==> config.mk <==
export PLATFORM = sky130hd
export DESIGN_NAME = cmp_wave_timer
export DESIGN_NICKNAME = d
export VERILOG_FILES = /design/src/rtl/cwt_pkg.sv /design/src/rtl/cwt_prescale.sv /design/src/rtl/cwt_counter.sv /design/src/rtl/cwt_channel.sv /design/src/rtl/cmp_wave_timer.sv
export SDC_FILE = /design/constraint.sdc
export NUM_CORES = 1
export LEC_CHECK = 0
export BUFFER_PORTS_ARGS = -buffer_cell sky130_fd_sc_hd__buf_2
export CORE_MARGIN = 3
export CORE_UTILIZATION = 31
export CTS_BUF_LIST = sky130_fd_sc_hd__clkbuf_8 sky130_fd_sc_hd__clkbuf_16
export DETAILED_ROUTE_END_ITERATION = 8
export PLACE_DENSITY = 0.43
export RECOVER_POWER = 50
export SKIP_CTS_REPAIR_TIMING = 1
export SYNTH_ARGS = -nofsm -noshare
export SYNTH_HDL_FRONTEND = slang
export SYNTH_SLANG_ARGS = --single-unit
==> constraint.sdc <==
create_clock -name clk -period 2.9 [get_ports clk]
set_input_delay 0.29 -clock clk [delete_from_list [all_inputs] [get_ports clk]]
set_output_delay 0.29 -clock clk [all_outputs]
set_load 0.02 [all_outputs]
==> src/rtl/cwt_pkg.sv <==
package cwt_pkg;

   typedef enum logic [1:0] {
      WM_CLR_ON_CMP = 2'd0,
      WM_FAST_PWM   = 2'd1,
      WM_PHASE_A    = 2'd2,
      WM_PHASE_B    = 2'd3
   } wmode_e;

   localparam logic [2:0] CS_STOP  = 3'd0;
   localparam logic [2:0] CS_DIV1  = 3'd1;
   localparam logic [2:0] CS_DIV8  = 3'd2;
   localparam logic [2:0] CS_DIV64 = 3'd3;
   localparam logic [2:0] CS_DIV256 = 3'd4;
   localparam logic [2:0] CS_DIV1K = 3'd5;

   localparam logic [1:0] OA_NONE   = 2'b00;
   localparam logic [1:0] OA_TOGGLE = 2'b01;
   localparam logic [1:0] OA_LOW    = 2'b10;
   localparam logic [1:0] OA_HIGH   = 2'b11;

   function automatic logic is_phase(input logic [1:0] m);
      return m[1];
   endfunction

   function automatic logic is_buffered(input logic [1:0] m);
      return m != WM_CLR_ON_CMP;
   endfunction

   // number of low prescaler bits that must be all ones for a divided tap
   function automatic int tap_bits(input int k);
      case (k)
         0: return 3;
         1: return 6;
         2: return 8;
         default: return 10;
      endcase
   endfunction

endpackage

==> src/rtl/cwt_prescale.sv <==
module cwt_prescale
   import cwt_pkg::*;
#(
   parameter int PW = 10
) (
   input  logic       clk,
   input  logic       rst_n,
   input  logic [2:0] sel,
   output logic       tick,
   output logic       stopped
);

   localparam int NDIV = 4;

   generate
      if (PW < 10) begin : g_bad_width
         $error("cwt_prescale: PW must be at least 10");
      end
   endgenerate

   logic [PW-1:0]   pre_q;
   logic [NDIV-1:0] tap;

   always_ff @(posedge clk or negedge rst_n) begin
      if (!rst_n) pre_q <= '0;
      else        pre_q <= pre_q + 1'b1;
   end

   generate
      for (genvar k = 0; k < NDIV; k++) begin : g_tap
         assign tap[k] = &pre_q[tap_bits(k)-1:0];
      end
   endgenerate

   always_comb begin
      case (sel)
         CS_DIV1:   tick = 1'b1;
         CS_DIV8:   tick = tap[0];
         CS_DIV64:  tick = tap[1];
         CS_DIV256: tick = tap[2];
         CS_DIV1K:  tick = tap[3];
         default:   tick = 1'b0;
      endcase
   end

   assign stopped = (sel == CS_STOP) || (sel > CS_DIV1K);

   a_r1_div1_every_cycle: assert property (@(posedge clk) disable iff (!rst_n)
      (sel == CS_DIV1) |-> tick);
   a_r1_stop_no_step: assert property (@(posedge clk) disable iff (!rst_n)
      stopped |-> !tick);
   a_r1_div8_spacing: assert property (@(posedge clk) disable iff (!rst_n)
      (sel == CS_DIV8 && $past(sel) == CS_DIV8 && tick) |=> !tick);

endmodule

==> src/rtl/cwt_counter.sv <==
module cwt_counter
   import cwt_pkg::*;
#(
   parameter int W = 16
) (
   input  logic         clk,
   input  logic         rst_n,
   input  logic         tick,
   input  logic [1:0]   wmode,
   input  logic [W-1:0] top,
   output logic [W-1:0] cnt,
   output logic         at_top,
   output logic         dir_up
);

   localparam logic [W-1:0] ZERO = '0;
   localparam logic [W-1:0] ONE  = W'(1);

   logic [W-1:0] cnt_q;
   logic         up_q;

   assign cnt    = cnt_q;
   assign at_top = (cnt_q == top);
   assign dir_up = up_q;

   always_ff @(posedge clk or negedge rst_n) begin
      if (!rst_n) begin
         cnt_q <= ZERO;
         up_q  <= 1'b1;
      end else if (tick) begin
         if (!is_phase(wmode)) begin
            up_q  <= 1'b1;
            cnt_q <= at_top ? ZERO : cnt_q + ONE;
         end else if (up_q) begin
            if (cnt_q >= top) begin
               up_q  <= 1'b0;
               cnt_q <= (cnt_q == ZERO) ? ZERO : cnt_q - ONE;
            end else begin
               cnt_q <= cnt_q + ONE;
            end
         end else begin
            if (cnt_q == ZERO) begin
               up_q  <= 1'b1;
               cnt_q <= (top == ZERO) ? ZERO : ONE;
            end else begin
               cnt_q <= cnt_q - ONE;
            end
         end
      end
   end

   a_r1_frozen_without_step: assert property (@(posedge clk) disable iff (!rst_n)
      !tick |=> $stable(cnt));
   a_r2_wrap_to_zero: assert property (@(posedge clk) disable iff (!rst_n)
      (tick && !is_phase(wmode) && cnt == top) |=> (cnt == ZERO));
   a_r3_turn_down_at_top: assert property (@(posedge clk) disable iff (!rst_n)
      (tick && is_phase(wmode) && dir_up && cnt >= top && top != ZERO) |=> !dir_up);
   a_r3_turn_up_at_bottom: assert property (@(posedge clk) disable iff (!rst_n)
      (tick && is_phase(wmode) && !dir_up && cnt == ZERO) |=> dir_up);

endmodule

==> src/rtl/cwt_channel.sv <==
module cwt_channel
   import cwt_pkg::*;
#(
   parameter int W = 16
) (
   input  logic         clk,
   input  logic         rst_n,
   input  logic         tick,
   input  logic [1:0]   wmode,
   input  logic [W-1:0] cnt,
   input  logic         at_top,
   input  logic         dir_up,
   input  logic         wr_cmp,
   input  logic [W-1:0] wr_data,
   input  logic [1:0]   action,
   output logic         wave,
   output logic         hit
);

   logic [W-1:0] active_q;
   logic [W-1:0] pend_q;
   logic         wave_q;
   logic         wave_d;
   logic         top_step;

   assign hit      = tick && (cnt == active_q);
   assign top_step = tick && at_top;
   assign wave     = wave_q;

   always_ff @(posedge clk or negedge rst_n) begin
      if (!rst_n) begin
         pend_q   <= '0;
         active_q <= '0;
      end else begin
         if (wr_cmp) pend_q <= wr_data;
         if (!is_buffered(wmode)) begin
            if (wr_cmp) active_q <= wr_data;
         end else if (top_step) begin
            active_q <= pend_q;
         end
      end
   end

   always_comb begin
      wave_d = wave_q;
      if (tick) begin
         case (wmode)
            WM_CLR_ON_CMP: begin
               if (hit) begin
                  case (action)
                     OA_TOGGLE: wave_d = ~wave_q;
                     OA_LOW:    wave_d = 1'b0;
                     OA_HIGH:   wave_d = 1'b1;
                     default:   wave_d = wave_q;
                  endcase
               end
            end
            WM_FAST_PWM: begin
               if (action == OA_TOGGLE) begin
                  if (hit) wave_d = ~wave_q;
               end else if (action != OA_NONE) begin
                  if (at_top)   wave_d = (action == OA_LOW);
                  else if (hit) wave_d = (action == OA_HIGH);
               end
            end
            default: begin
               if (hit) begin
                  case (action)
                     OA_TOGGLE: wave_d = ~wave_q;
                     OA_LOW:    wave_d = ~dir_up;
                     OA_HIGH:   wave_d = dir_up;
                     default:   wave_d = wave_q;
                  endcase
               end
            end
         endcase
      end
   end

   always_ff @(posedge clk or negedge rst_n) begin
      if (!rst_n) wave_q <= 1'b0;
      else        wave_q <= wave_d;
   end

   a_r5_direct_load: assert property (@(posedge clk) disable iff (!rst_n)
      (wr_cmp && !is_buffered(wmode)) |=> (active_q == $past(wr_data)));
   a_r5_hold_until_top: assert property (@(posedge clk) disable iff (!rst_n)
      (is_buffered(wmode) && !top_step) |=> $stable(active_q));
   a_r6_toggle_on_match: assert property (@(posedge clk) disable iff (!rst_n)
      (hit && wmode == WM_CLR_ON_CMP && action == OA_TOGGLE) |=> (wave != $past(wave)));
   a_r7_top_sets_high: assert property (@(posedge clk) disable iff (!rst_n)
      (top_step && wmode == WM_FAST_PWM && action == OA_LOW) |=> wave);

endmodule

==> src/rtl/cmp_wave_timer.sv <==
module cmp_wave_timer
   import cwt_pkg::*;
#(
   parameter int W   = 16,
   parameter int NCH = 2,
   parameter int PW  = 10,
   parameter int AW  = $clog2(NCH + 2)
) (
   input  logic              clk,
   input  logic              rst_n,
   input  logic [1:0]        wmode,
   input  logic [2:0]        clk_sel,
   input  logic              wr_en,
   input  logic [AW-1:0]     wr_addr,
   input  logic [W-1:0]      wr_data,
   input  logic [2*NCH-1:0]  out_mode,
   input  logic [NCH-1:0]    pin_dir,
   output logic [W-1:0]      count,
   output logic [NCH-1:0]    wave_out,
   output logic [NCH-1:0]    wave_oe,
   output logic              ovf_flag,
   output logic [NCH-1:0]    match_flag
);

   localparam logic [AW-1:0] ADDR_TOP   = AW'(NCH);
   localparam logic [AW-1:0] ADDR_FLAGS = AW'(NCH + 1);

   generate
      if (NCH < 1 || NCH > 4) begin : g_bad_nch
         $error("cmp_wave_timer: NCH must be 1..4");
      end
      if (W < NCH + 1 || W < 2) begin : g_bad_w
         $error("cmp_wave_timer: W too narrow for the flag word");
      end
      if (AW < $clog2(NCH + 2)) begin : g_bad_aw
         $error("cmp_wave_timer: AW too narrow for the address map");
      end
   endgenerate

   logic           tick;
   logic           stopped;
   logic [W-1:0]   top_q;
   logic [W-1:0]   cnt;
   logic           at_top;
   logic           dir_up;
   logic [NCH-1:0] hit;
   logic [NCH-1:0] wave;
   logic           ovf_set;
   logic           clr_ok;
   logic           ovf_q;
   logic [NCH-1:0] mflag_q;

   cwt_prescale #(.PW(PW)) u_pre (
      .clk     (clk),
      .rst_n   (rst_n),
      .sel     (clk_sel),
      .tick    (tick),
      .stopped (stopped)
   );

   cwt_counter #(.W(W)) u_cnt (
      .clk    (clk),
      .rst_n  (rst_n),
      .tick   (tick),
      .wmode  (wmode),
      .top    (top_q),
      .cnt    (cnt),
      .at_top (at_top),
      .dir_up (dir_up)
   );

   always_ff @(posedge clk or negedge rst_n) begin
      if (!rst_n)                          top_q <= '1;
      else if (wr_en && wr_addr == ADDR_TOP) top_q <= wr_data;
   end

   generate
      for (genvar i = 0; i < NCH; i++) begin : g_ch
         logic [1:0] act;
         assign act = out_mode[2*i +: 2];

         cwt_channel #(.W(W)) u_ch (
            .clk     (clk),
            .rst_n   (rst_n),
            .tick    (tick),
            .wmode   (wmode),
            .cnt     (cnt),
            .at_top  (at_top),
            .dir_up  (dir_up),
            .wr_cmp  (wr_en && wr_addr == AW'(i)),
            .wr_data (wr_data),
            .action  (act),
            .wave    (wave[i]),
            .hit     (hit[i])
         );

         assign wave_oe[i]  = (act != OA_NONE) && pin_dir[i];
         assign wave_out[i] = wave_oe[i] & wave[i];

         always_ff @(posedge clk or negedge rst_n) begin
            if (!rst_n) mflag_q[i] <= 1'b0;
            else        mflag_q[i] <= hit[i] | (mflag_q[i] & ~(clr_ok & wr_data[1+i]));
         end
      end
   endgenerate

   assign ovf_set = tick && (is_phase(wmode) ? (cnt == '0) : at_top);
   assign clr_ok  = wr_en && (wr_addr == ADDR_FLAGS) && !stopped;

   always_ff @(posedge clk or negedge rst_n) begin
      if (!rst_n) ovf_q <= 1'b0;
      else        ovf_q <= ovf_set | (ovf_q & ~(clr_ok & wr_data[0]));
   end

   assign count      = cnt;
   assign ovf_flag   = ovf_q;
   assign match_flag = mflag_q;

   a_r10_stop_freezes_flags: assert property (@(posedge clk) disable iff (!rst_n)
      stopped |=> ($stable(ovf_flag) && $stable(match_flag)));
   a_r10_set_beats_clear: assert property (@(posedge clk) disable iff (!rst_n)
      ovf_set |=> ovf_flag);
   a_r4_ovf_only_on_step: assert property (@(posedge clk) disable iff (!rst_n)
      $rose(ovf_flag) |-> $past(tick));
   a_r9_no_drive_when_off: assert property (@(posedge clk) disable iff (!rst_n)
      (pin_dir == '0) |-> (wave_oe == '0));

endmodule

After elaboration in Yosys (flattened, before gate mapping)

Cells that the tools add are included.

Logic and storage cells: 138
Bits in registers: 112
Output and inout port bits: 23
Bits of input ports: 32

Muxes and demuxes: 39
Bitwise operators: 17
Magnitude comparators: 2
Reductions and logical operators: 37
$add $sub $neg: 3
Equality and inequality tests: 27

Operators with widths:

| operator                                                                 | count |
|---|---|
| 16-bit 2-to-1 mux                                                        | 12 |
| 16-bit equality test                                                     | 3 |
| 16-bit logical NOT                                                       | 2 |
| 8-bit AND reduction                                                      | 3 |
| 1-bit 2-to-1 mux                                                         | 20 |
| 2-bit nonzero test                                                       | 9 |
| 16-bit by 1-bit adder with 16-bit output (second input constant)         | 1 |
| 16-bit greater-or-equal comparator                                       | 1 |
| 16-bit by 1-bit subtractor with 16-bit output (second input constant)    | 1 |
| 2-bit equality test (second input constant)                              | 6 |
| 1-bit case mux with 3 select lines                                       | 4 |
| 1-bit logical AND                                                        | 11 |
| 10-bit by 1-bit adder with 10-bit output (second input constant)         | 1 |
| 2-bit by 1-bit inequality test with 1-bit output (second input constant) | 5 |
| 10-bit AND reduction                                                     | 1 |
| 1-bit AND                                                                | 8 |
| 2-bit by 1-bit equality test with 1-bit output (second input constant)   | 4 |
| 4-bit by 1-bit inequality test with 1-bit output (second input constant) | 2 |
| 4-bit nonzero test                                                       | 2 |
| 3-bit by 2-bit equality test with 1-bit output (second input constant)   | 2 |
| 3-bit equality test (second input constant)                              | 2 |
| 3-bit by 2-bit inequality test with 1-bit output (second input constant) | 2 |
| 1-bit NOT                                                                | 6 |
| 6-bit AND reduction                                                      | 1 |
| other kinds (11)                                                         | 16 |

Logic depth before layout (Yosys ltp)

Depth in word-level cells: 8
Depth in mapped cells: 11
Mapped depth without buffers: 8

By module

From an unflattened synthesis, not the netlist that was laid out.

Cell total of the unflattened synthesis: 673
Area, all modules: 6800.3 um^2

Modules (own cells, without submodules):

| module         | area an instance (um^2) | instances | cells each | sequential area each (um^2) |
|---|---|---|---|---|
| cwt_channel    | 1727.9                  | 2         | 153        | 825.8 |
| cwt_counter    | 2039.5                  | 1         | 270        | 426.7 |
| cmp_wave_timer | 848.3                   | 1         | 58         | 495.5 |
| cwt_prescale   | 456.7                   | 1         | 39         | 250.2 |

Least setup slack after synthesis

OpenSTA, ideal clock, no wires.

Path type: register -> register
From: register u_cnt.cnt_q[0] (netlist: u_cnt.cnt[0])
To: register u_cnt.cnt_q[5] (netlist: u_cnt.cnt[5])
Arrival: 2.728 ns
Slack: 0.103 ns
Required time: 2.831 ns
Stages on the path, launching flop included: 10
Clock period less this slack: 2.797 ns
Setup time: 0.069 ns
Buffers on the path: 1
Cell sequence: dfrtp_1 clkbuf_1 inv_1 ha_1 nand2b_1 a2111oi_1 o32a_4 a21oi_4 or4_1 nand3_1

Cells in the longest elaborated chain, start to end: 5

RTL lines:

| what                                                                                       | RTL line                                                | source |
|---|---|---|
| start, declared                                                                            | cwt_counter.sv:19                                       | `logic [W-1:0] cnt_q;` |
| start signal, assigned                                                                     | cwt_counter.sv:33                                       | `cnt_q <= at_top ? ZERO : cnt_q + ONE;` |
| start signal, assigned                                                                     | cwt_counter.sv:37                                       | `cnt_q <= (cnt_q == ZERO) ? ZERO : cnt_q - ONE;` |
| start signal, assigned                                                                     | cwt_counter.sv:39                                       | `cnt_q <= cnt_q + ONE;` |
| 16-bit by 1-bit subtractor with 16-bit output / 16-bit logical NOT (equally long branches) | cwt_counter.sv:37, cwt_counter.sv:46, cwt_counter.sv:42 |  |
| 16-bit 2-to-1 mux                                                                          | cwt_counter.sv:37                                       |  |
| 16-bit 2-to-1 mux                                                                          | cwt_counter.sv:35                                       | `if (cnt_q >= top) begin` |
| 16-bit 2-to-1 mux                                                                          | cwt_counter.sv:34                                       | `end else if (up_q) begin` |
| 16-bit 2-to-1 mux *                                                                        | cwt_counter.sv:31                                       | `if (!is_phase(wmode)) begin` |

Mark *: on every way between the ends. The rest lies on a longest branch, timed or not.
A chain may end at the register's enable or synchronous reset.

Final worst setup path

From: register top_q[15]
To: register u_cnt.cnt_q[9] (netlist: u_cnt.cnt[9])

Cells in the longest elaborated chain, start to end: 4

RTL lines:

| what                               | RTL line             | source |
|---|---|---|
| start, declared                    | cmp_wave_timer.sv:42 | `logic [W-1:0] top_q;` |
| start signal, assigned             | cmp_wave_timer.sv:74 | `else if (wr_en && wr_addr == ADDR_TOP) top_q <= wr_data;` |
| 16-bit greater-or-equal comparator | cwt_counter.sv:35    |  |
| 16-bit 2-to-1 mux                  | cwt_counter.sv:35    |  |
| 16-bit 2-to-1 mux                  | cwt_counter.sv:34    |  |
| 16-bit 2-to-1 mux *                | cwt_counter.sv:31    |  |

Marks and branches as above.

==> impl_metrics.toml <==
[placement]
dpl.cell_count = 1002
gp_congestion = 0.858
hpwl_mm = 14.7
port_buffers = 54

[route]
drtIter0Drc = 285
viasPerCell = 5.31
wl_mm = 19.5
drt-wirelength-per-cell_um = 19.1
drcViolationCount = 0
vias = 5424
drtPass1Iterations = 6
ant_nets = 0

[yosys]
synth_area_per_cell_sq_um = 9.70
yosysWarnings = 0
syn_area_sq_um = 6550
synthFlopType = "dfrtp_1"
synth_cell_types = 65
ys_seq_area_share_pct = 43.1
netlist_instances = 675
ys_seq_elements = 112
synth_area_leaders = "dfrtp_1, mux2_2, dfstp_2"
synth_area_leader_cell = "dfrtp_1"
synthArstFlopShare_pct = 100
synth_edf_count = 0
synth_nets = 736
yosysTopAreaCellShare_pct = 36.3

[cts]
cts_max_level = 3
cts.path.max_buffers = 2
clock_sinks = 112
numCtsBuffers = 9
clkTransAtPathRegs_ns = 0.09
cts_tree = "done"
clock_latency_ns = 0.36
cts-root-buf = "clkbuf_16"

[critical_path]
worst_ep_arrival_time_ns = 3.00
critPathRequiredTime_ns = 3.15
rrSetupSlack_ns = 0.15
cp-start-kind = "register"
crit_type = "register to register"
rr_worst_depth = 8
worst_setup_path_end_kind = "register"
timing.rr.start = "top_q[15]$_DFFE_PN1P_"
crit_fanout = 8
reg2reg_to = "u_cnt.cnt[9]$_DFFE_PN0P_"

[global_route]
grt_max_degree = 54
antenna_found_initial = 0
grt_pass1_vias = 5554
grt_overflow = 0
grt_pass1_wl_mm = 31.3
grt_use_total_pct = 17.8

[sta]
setup_viol = 0
hold_viol_final = 0
fmax_mhz = 364
hold_slack_ns = 0.215
setup_total_negative_slack_ns = 0
slew_viol_final = 30
tightest_slew_ns = 1.78
skew_ns = 0.0116
post-route-period-util_pct = 94.8
rsz0062_at_grt = "no"
slew_headroom_pct = -18.3
min_period_ns = 2.75

[worst_hold_path]
hp-class = "input pin to register"
holdPathStages = 2
hold_start = "wr_data[11]"
worstHoldEndpoint = "g_ch[1].u_ch.pend_q[11]$_DFFE_PN0P_"

[power_and_ir_drop]
p_leak_nw = 3.19
peakVddDrop_mv = 0.370
power.density_nw_per_um2 = 712

[layout]
fill_cells = 2090
area_delta_synth_final_pct = 18.1
diodes = 0
fin_nets = 808
post_route_cells_drive_above_1_share_pct = 25.9
stdcell_count = 1022

[floorplan]
placementRows = 52
coreArea_sq_um = 20500
io_pins = 55
dieArea_sq_um = 22900
die_h_um = 151
start_util_pct = 31.9
die_x_um = 151

[outcome]
status = "complete, but fails checks"
violations = "max-capacitance violations, max-slew violations"

[job]
drv_cap = 1
cell usage after synthesis (4+ instances only):
library cell,n
dfstp_2,17
buf_2,5
xor2_1,35
or4_1,5
a31oi_1,35
ha_1,29
and2_1,5
a21oi_1,15
xnor2_1,7
or3_1,6
o21ai_0,12
a32oi_1,7
nor3b_1,5
mux2_2,52
clkbuf_1,30
nand4_1,12
o21ai_1,4
dfrtp_1,95
o211ai_1,6
nor4_1,16
nor3_1,17
o21a_1,5
inv_1,28
a2111oi_0,4
nand2_1,87
nand3_1,23
nor2_1,51
state kept, by name, summed over array words and instances, names as in the netlist:
name	flops
g_ch.u_ch.active_q	32
g_ch.u_ch.pend_q	32
g_ch.u_ch.wave	2
match_flag	2
ovf_flag	1
top_q	16
u_cnt.cnt	16
u_cnt.dir_up	1
u_pre.pre_q	10
final cells by class:
cell class	instances	area (sq um)	share of cell area (%)
tap	270	338	4.37
clock buffer	9	225	2.91
clock inverter	7	97.6	1.26
multi-input combinational	497	3490	45.2
sequential	112	2820	36.5
inverter	28	105	1.36
timing repair buffer	99	648	8.39
power breakdown:
group	internal, W	total (W)	switching (W)
logic	0.000819	0.00196	0.00114
clock network	0.000702	0.00135	0.000651
registers	0.00191	0.00219	0.000277
worst max-delay path by stage:
stage / cells after the start / start / to / slack, ns
final: 8 / top_q[15]$_DFFE_PN1P_ / u_cnt.cnt[9]$_DFFE_PN0P_ / 0.15
after global routing: 8 / top_q[15]$_DFFE_PN1P_ / u_cnt.cnt[14]$_DFFE_PN0P_ / 0.02
after CTS: 8 / top_q[11]$_DFFE_PN1P_ / u_cnt.cnt[14]$_DFFE_PN0P_ / 0.07
after detailed placement: 8 / top_q[11]$_DFFE_PN1P_ / u_cnt.cnt[14]$_DFFE_PN0P_ / 0.04
after global placement: 9 / top_q[15]$_DFFE_PN1P_ / u_cnt.cnt[1]$_DFFE_PN0P_ / 0.15
after floorplan: 9 / u_cnt.cnt[0]$_DFFE_PN0P_ / u_cnt.cnt[5]$_DFFE_PN0P_ / 0.10
metal layers:
metal	vias to the layer above	share of wire, %	GRT usage [%]
met5	-	0	0
met4	0	1.2	4.13
met3	19	4.4	3.14
met2	126	47	28.7
met1	2708	48	25.0
li1	2571	-	-
metrics by stage:
| stage | util, % | setup slack (ns) | area [sq um] | power, W |
|---|---|---|---|---|
| floorplan | - | 0.103 | 6550 | 0.00340 |
| global placement | 36.0 | 0.147 | 7380 | 0.00412 |
| detailed placement | 36.0 | 0.0417 | 7380 | 0.00417 |
| CTS | 37.6 | 0.0709 | 7700 | 0.00555 |
| global route | 37.7 | 0.0178 | 7730 | 0.00588 |
| finish | 37.7 | 0.151 | 7730 | 0.00550 |
cell usage in the layout (no fill, tap or decap), types with 6 or more instances in the layout:
master	n
o211ai_1	6
a32oi_1	7
buf_4	38
xnor2_1	7
a31oi_1	35
nor2_1	51
inv_1	28
a21oi_1	15
nand3_1	23
dfstp_2	17
o21ai_0	12
nor4_1	16
nand4_1	12
clkbuf_16	9
dfrtp_1	95
ha_1	29
mux2_2	52
buf_2	50
xor2_1	35
nand2_1	87
or3_1	6
nor3_1	16
clkbuf_1	6
worst max-delay path: stages, from the launching register on:
cell	delay, ns
dfstp_2	0.55
inv_1	0.04
ha_1	0.35
nand4_4	0.11
or3_4	0.43
o32a_4	0.44
a21oi_4	0.32
o21ai_1	0.11
a211o_1	0.29
cells by family after synthesis:
group	share of synthesized area, %
DFF	43.1
and+or+nand+nor	19.1
muxes	9.58
adders and majority gates	5.54
buffers and inverters	4.00
xor gates and xnor gates	5.62
AOI/OAI and AO/OA	13.0
Power figures use the tool's default switching activity.
